### config.mk
export PLATFORM = sky130hd
export DESIGN_NAME = i2c_evt_target
export DESIGN_NICKNAME = d
export VERILOG_FILES = /design/src/rtl/i2c_evt_target.sv
export SDC_FILE = /design/constraint.sdc
export NUM_CORES = 1
export LEC_CHECK = 0
export BUFFER_PORTS_ARGS = -buffer_cell sky130_fd_sc_hd__buf_2
export CORE_MARGIN = 10
export CORE_UTILIZATION = 60
export CTS_BUF_LIST = sky130_fd_sc_hd__clkbuf_2
export CTS_CLUSTER_DIAMETER = 100
export DETAILED_ROUTE_END_ITERATION = 12
export GPL_TIMING_DRIVEN = 1
export PLACE_DENSITY = 0.93
export REMOVE_ABC_BUFFERS = 1
export SETUP_SLACK_MARGIN = 0.5
export SYNTH_ARGS = -nofsm -noshare
export SYNTH_HDL_FRONTEND = slang
export SYNTH_SLANG_ARGS = --single-unit
### constraint.sdc
create_clock -name clk -period 2.1 [get_ports clk]
set_clock_uncertainty 0.2 [all_clocks]
set_input_delay 0.63 -clock clk [delete_from_list [all_inputs] [get_ports clk]]
set_output_delay 0.63 -clock clk [all_outputs]
set_load 0.005 [all_outputs]
### src/rtl/i2c_evt_target.sv
module i2c_evt_target (
  input  logic       clk,
  input  logic       rst_n,
  input  logic       scl_i,
  input  logic       sda_i,
  output logic       scl_oe,
  output logic       sda_oe,
  input  logic [6:0] own_addr,
  output logic       evt_valid,
  output logic [2:0] evt_code,
  output logic [7:0] evt_wdata,
  input  logic       bk_ready,
  input  logic       bk_err,
  input  logic [7:0] bk_rdata
);
  localparam logic [2:0] EV_WREQ = 3'd0, EV_RREQ = 3'd1, EV_WRCV = 3'd2,
                         EV_RPROC = 3'd3, EV_STOP = 3'd4;
  typedef enum logic [2:0] {IDLE, ADDR, WDAT, ACKP, RDAT, HACK} st_t;

  st_t        st;
  logic [2:0] scl_s, sda_s;
  logic [3:0] cnt;
  logic [7:0] sh, tx, nxt;
  logic [2:0] code;
  logic       rw, is_addr, fell, ackd, wr_ref, sel, req, hold, stop_p, hack;

  wire scl_rise = scl_s[1] & ~scl_s[2];
  wire scl_fall = ~scl_s[1] & scl_s[2];
  wire cond_start = scl_s[1] & scl_s[2] & ~sda_s[1] & sda_s[2];
  wire cond_stop  = scl_s[1] & scl_s[2] & sda_s[1] & ~sda_s[2];
  wire resp = req & bk_ready;
  wire pend = req & ~bk_ready;
  wire ack_now = resp ? ~((code == EV_WRCV) & bk_err) : ackd;

  assign evt_valid = req | stop_p;
  assign evt_code  = stop_p ? EV_STOP : code;
  assign evt_wdata = sh;
  assign scl_oe    = hold;

  always_ff @(posedge clk or negedge rst_n) begin
    if (!rst_n) begin
      scl_s <= '1; sda_s <= '1;
    end else begin
      scl_s <= {scl_s[1:0], scl_i};
      sda_s <= {sda_s[1:0], sda_i};
    end
  end

  always_ff @(posedge clk or negedge rst_n) begin
    if (!rst_n) begin
      st <= IDLE; cnt <= '0; sh <= '0; tx <= '0; nxt <= '0; code <= EV_WREQ;
      rw <= 1'b0; is_addr <= 1'b0; fell <= 1'b0; ackd <= 1'b0; wr_ref <= 1'b0;
      sel <= 1'b0; req <= 1'b0; hold <= 1'b0; stop_p <= 1'b0; hack <= 1'b0;
      sda_oe <= 1'b0;
    end else begin
      stop_p <= 1'b0;
      if (resp) begin
        req  <= 1'b0;
        hold <= 1'b0;
        case (code)
          EV_WREQ:  wr_ref <= bk_err;
          EV_RREQ:  tx <= bk_rdata;
          EV_RPROC: nxt <= bk_rdata;
          EV_WRCV:  ackd <= ~bk_err;
          default: ;
        endcase
        if (st == ACKP && fell) sda_oe <= ack_now;
      end
      if (cond_start) begin
        st <= ADDR; cnt <= '0; req <= 1'b0; hold <= 1'b0; sda_oe <= 1'b0;
      end else if (cond_stop) begin
        st <= IDLE; req <= 1'b0; hold <= 1'b0; sda_oe <= 1'b0;
        wr_ref <= 1'b0; sel <= 1'b0; stop_p <= sel;
      end else begin
        case (st)
          ADDR, WDAT: if (scl_rise) begin
            sh  <= {sh[6:0], sda_s[1]};
            cnt <= cnt + 4'd1;
            if (cnt == 4'd7) begin
              fell <= 1'b0;
              if (st == ADDR) begin
                if (sh[6:0] == own_addr) begin
                  st <= ACKP; is_addr <= 1'b1; rw <= sda_s[1]; ackd <= 1'b1;
                  req <= 1'b1; code <= sda_s[1] ? EV_RREQ : EV_WREQ;
                  sel <= 1'b1; wr_ref <= 1'b0;
                end else begin
                  st <= IDLE;
                end
              end else begin
                st <= ACKP; is_addr <= 1'b0;
                if (wr_ref) ackd <= 1'b0;
                else begin req <= 1'b1; code <= EV_WRCV; end
              end
            end
          end
          ACKP: if (scl_fall) begin
            if (!fell) begin
              fell <= 1'b1;
              if (pend) hold <= 1'b1;
              else sda_oe <= ack_now;
            end else begin
              cnt <= '0;
              if (rw) begin
                st <= RDAT; sda_oe <= ~tx[7];
                req <= 1'b1; code <= EV_RPROC; hold <= 1'b1;
              end else begin
                st <= WDAT; sda_oe <= 1'b0;
              end
            end
          end
          RDAT: if (scl_rise) cnt <= cnt + 4'd1;
                else if (scl_fall) begin
                  if (cnt == 4'd8) begin
                    st <= HACK; sda_oe <= 1'b0;
                  end else begin
                    tx <= {tx[6:0], 1'b0}; sda_oe <= ~tx[6];
                  end
                end
          HACK: if (scl_rise) hack <= ~sda_s[1];
                else if (scl_fall) begin
                  if (hack) begin
                    st <= RDAT; cnt <= '0; tx <= nxt; sda_oe <= ~nxt[7];
                    req <= 1'b1; code <= EV_RPROC; hold <= 1'b1;
                  end else begin
                    st <= IDLE;
                  end
                end
          default: ;
        endcase
      end
    end
  end

  a_r10_hold_needs_event: assert property (@(posedge clk) disable iff (!rst_n)
    scl_oe |-> (req && evt_code != EV_STOP));

  a_r4_event_stable: assert property (@(posedge clk) disable iff (!rst_n)
    (pend && !cond_start && !cond_stop) |=> (evt_valid && $stable(evt_code) && $stable(evt_wdata)));

  a_r8_stop_releases: assert property (@(posedge clk) disable iff (!rst_n)
    cond_stop |=> (!sda_oe && !scl_oe && (st == IDLE)));

  a_r3_refused_nack: assert property (@(posedge clk) disable iff (!rst_n)
    (st == ACKP && !is_addr && wr_ref) |-> !sda_oe);

  a_r2_addr_acked: assert property (@(posedge clk) disable iff (!rst_n)
    (st == ACKP && is_addr && fell && !req) |-> sda_oe);

  a_r8_stop_one_cycle: assert property (@(posedge clk) disable iff (!rst_n)
    stop_p |=> !stop_p);
endmodule

==> qor.csv <==
metric;value;unit
TritonCTS Buffers;5;
register clock-pin slew on the reported worst setup and hold paths;0.29;ns
number of remaining DRC errors;0;
sw power;2.09;mW
Worst Slack Setup Final;-0.180;ns
Worst Path Required;2.30;ns
Die ar.;7510;µm²
Syn Inst Count;248;
post-synthesis sequential area ratio;0.462;
H-tree Lvls;2;
top-count cell post-synth;dfrtp_1;
RSZ-0062 raised after global routing;yes;
Max Cap Violations;0;
Slew Limit Headroom;0.692;
drt total wl;11.0;mm
Worst-Skew Late Latency;0.47;ns
Internal;2.71;mW
placed cell area;2970;µm²
Final Max Tran Viols;0;
critical path fanouts, max;5;
CP startpoint kind;register;
share of power burned in registers;0.326;
I/O Buffers;34;
outcome;finished, violations left;
Max Buffers Root-to-Sink;2;
cells taking the most area after synthesis;dfrtp_1 (40%), dfstp_2 (5.9%), mux2_1 (3.8%);
setup slack after placement;-0.207;ns
worst vdd ir;0.980;mV
Iteration-0 DRC Markers;367;
Mean Syn Cell Area;10.8;µm²
failing checks;negative setup slack;
Min-Delay Path Class;primary input to register;
nets;372;
sw frac;0.435;
area delta synth->final;46.8;%
GRT overflow;0;
Tightest Pin Transition;0.458;ns
setup violators final;18;
routability congestion estimate;0.888;
crit path max-delay cell type;dfstp_2;
Gate power share;0.562;
CTS Root Cell;clkbuf_2;
CP peak stage delay;0.69;ns
vias per inst;7.06;
Synth top area share;0.403;
Post-Syn Area;2670;µm²
post-route setup TNS;-1.14;ns
overall die height;86.7;µm
WP buf/inv;1;
post-synthesis cell type count;62;
fin crit period;2.28;ns
first-pass GRT wire length;13.6;mm
CTS Sinks;49;
Max Clk Rate;0.439;GHz
final instance area;3920;µm²
Main synth FF type;dfrtp_1;
Std-Cell Rows;24;
largest net degree at the start of global routing;50;
Final Cycle Share;1.09;
final count of hold timing violations;0;
Pre-Repair DR Iteration Count;6;
warnings from Yosys;0;
HPWL Detailed;4.44;mm
Synth area leader;dfrtp_1;
Top Ports;35;
asr flop ratio synth;1.00;
Starting Density;0.617;
Crit Path Class;register to register;
data arrival time of the critical path;2.48;ns
crit-path cells;buf_6 -> nor2b_4 -> o211a_1 -> o32a_1 -> nand2b_4 -> o211ai_1;
clock network power share;0.113;
vias;2847;
Lkg Pwr;1.80;nW
Crit. End Element;register;
vias in the first global route;2627;
Antenna Nets Post-Route;0;
TritonCTS clock tree;built;
share of layout cells above drive strength 1;0.591;
cell family with most CP delay;compound AO/OA/AOI/OAI gates;
WL per Instance;27.2;µm
Synth top cells by count;dfrtp_1 (43), nand2_1 (12), nor2_1 (12);
pwr dens;1220;nW/µm²
antenna violations before repair;1;
Post-synth EDFFs;0;
core area;4320;µm²
Die X;86.7;µm
Total GRT Usage;0.228;
flops & latches, synth;49;
-- cell type report --
type	instances	area, µm²
fillers	148	409
well taps	52	65.1
clock buffers	5	25.0
clock inverters	3	43.8
inverters	7	26.3
multi-input cells	181	1710
flip-flops and latches	49	1240
repair buffers	105	800
diodes	1	2.50
-- worst paths after layout --
kind | endpoint | cells past startpoint | slack (ns) | startpoint
max | cnt[2]$_DFFE_PN0P_ | 6 | -0.18 | scl_s[2]$_DFF_PN1_
max reg2reg | cnt[2]$_DFFE_PN0P_ | 6 | -0.18 | scl_s[2]$_DFF_PN1_
max in group asynchronous | sda_s[1]$_DFF_PN1_ | 3 | 1.00 | rst_n
min | sda_s[0]$_DFF_PN1_ | 1 | 0.01 | sda_i
min reg2reg | scl_s[1]$_DFF_PN1_ | 0 | 0.18 | scl_s[0]$_DFF_PN1_
min in group asynchronous | cnt[2]$_DFFE_PN0P_ | 3 | 0.41 | rst_n
-- metal layers --
metal,vias to the layer above,global-route usage,part of all wire
li1,1112,-,-
met1,1351,0.256,0.34
met2,294,0.374,0.45
met3,90,0.0713,0.13
met4,0,0.125,0.076
met5,-,0,0
-- power by group through the flow --
stage	Clock [mW]	Sequential, mW	Combinational [mW]
2_1_floorplan	0	1.49	0.868
3_3_place_gp	0	1.51	1.30
3_5_place_dp	0	1.53	1.36
4_1_cts	0.526	1.49	2.04
5_1_grt	0.584	1.59	2.79
6_report	0.540	1.56	2.70
-- cell families (layout without fill, tap and decap cells) --
family / after synthesis / count (layout) / share of synthesized area
simple gates: 82 / 82 / 0.202
flops: 49 / 49 / 0.462
compound gates: 63 / 63 / 0.161
xor+xnor: 8 / 8 / 0.0263
buf+inv: 18 / 120 / 0.0333
mux: 26 / 26 / 0.106
other cells: 0 / 1 / 0
fa+ha+maj: 2 / 2 / 0.00938
-- state kept, by name, summed over array words and instances, names as in the netlist, 2 cells and up --
signal	flops
scl_s	3
nxt	8
evt_wdata	8
st	3
cnt	4
tx	8
sda_s	3
code	2
-- what timing repair did --
item | CTS | global route
gates resized for setup | 57 | 47
setup buffers | 42 | 13
hold buffers | 1 | 0
setup endpoints to repair | 46 | 51
pin swaps | 34 | 19
hold endpoints to repair | 43 | 0
-- layout by cell type, fill, tap and decap left out, types with 3 or more instances in the layout --
cell type,netlist,routed
a21o_1,3,3
a21oi_2,0,7
a22oi_1,6,5
buf_12,0,3
buf_2,5,34
buf_4,2,52
buf_6,1,15
clkbuf_2,0,5
dfrtp_1,43,38
dfrtp_2,0,5
dfstp_2,6,6
inv_1,6,4
inv_2,0,3
mux2_2,8,7
mux2_4,0,10
mux2i_1,9,9
nand2_1,12,10
nand2b_1,10,7
nand2b_4,2,5
nand3_2,1,3
nand4_1,4,4
nand4b_1,3,3
nor2_1,12,7
nor2_2,1,3
nor2_4,2,5
nor3_2,0,4
nor3_4,1,3
o21a_1,3,3
o21ai_0,5,4
o21ai_2,0,9
xor2_1,7,6
-- worst reg2reg max path: stages (launching register included) --
cell      delay (ns)
dfstp_2         0.69
buf_6           0.14
nor2b_4         0.04
o211a_1         0.26
o32a_1          0.40
nand2b_4        0.21
o211ai_1        0.26
-- metrics by stage --
| step | hold WS, ns | cells | total power [mW] | util |
|---|---|---|---|---|
| after floorplan | 0.134 | 237 | 2.36 | - |
| after global placement | 0.146 | 338 | 2.81 | 0.686 |
| after detailed placement | 0.154 | 338 | 2.88 | 0.686 |
| after CTS | 0.0463 | 389 | 4.05 | 0.828 |
| after global routing | -0.0260 | 403 | 4.96 | 0.905 |
| final | 0.0100 | 403 | 4.80 | 0.905 |
Note: power is estimated with default switching activity, not from simulation.
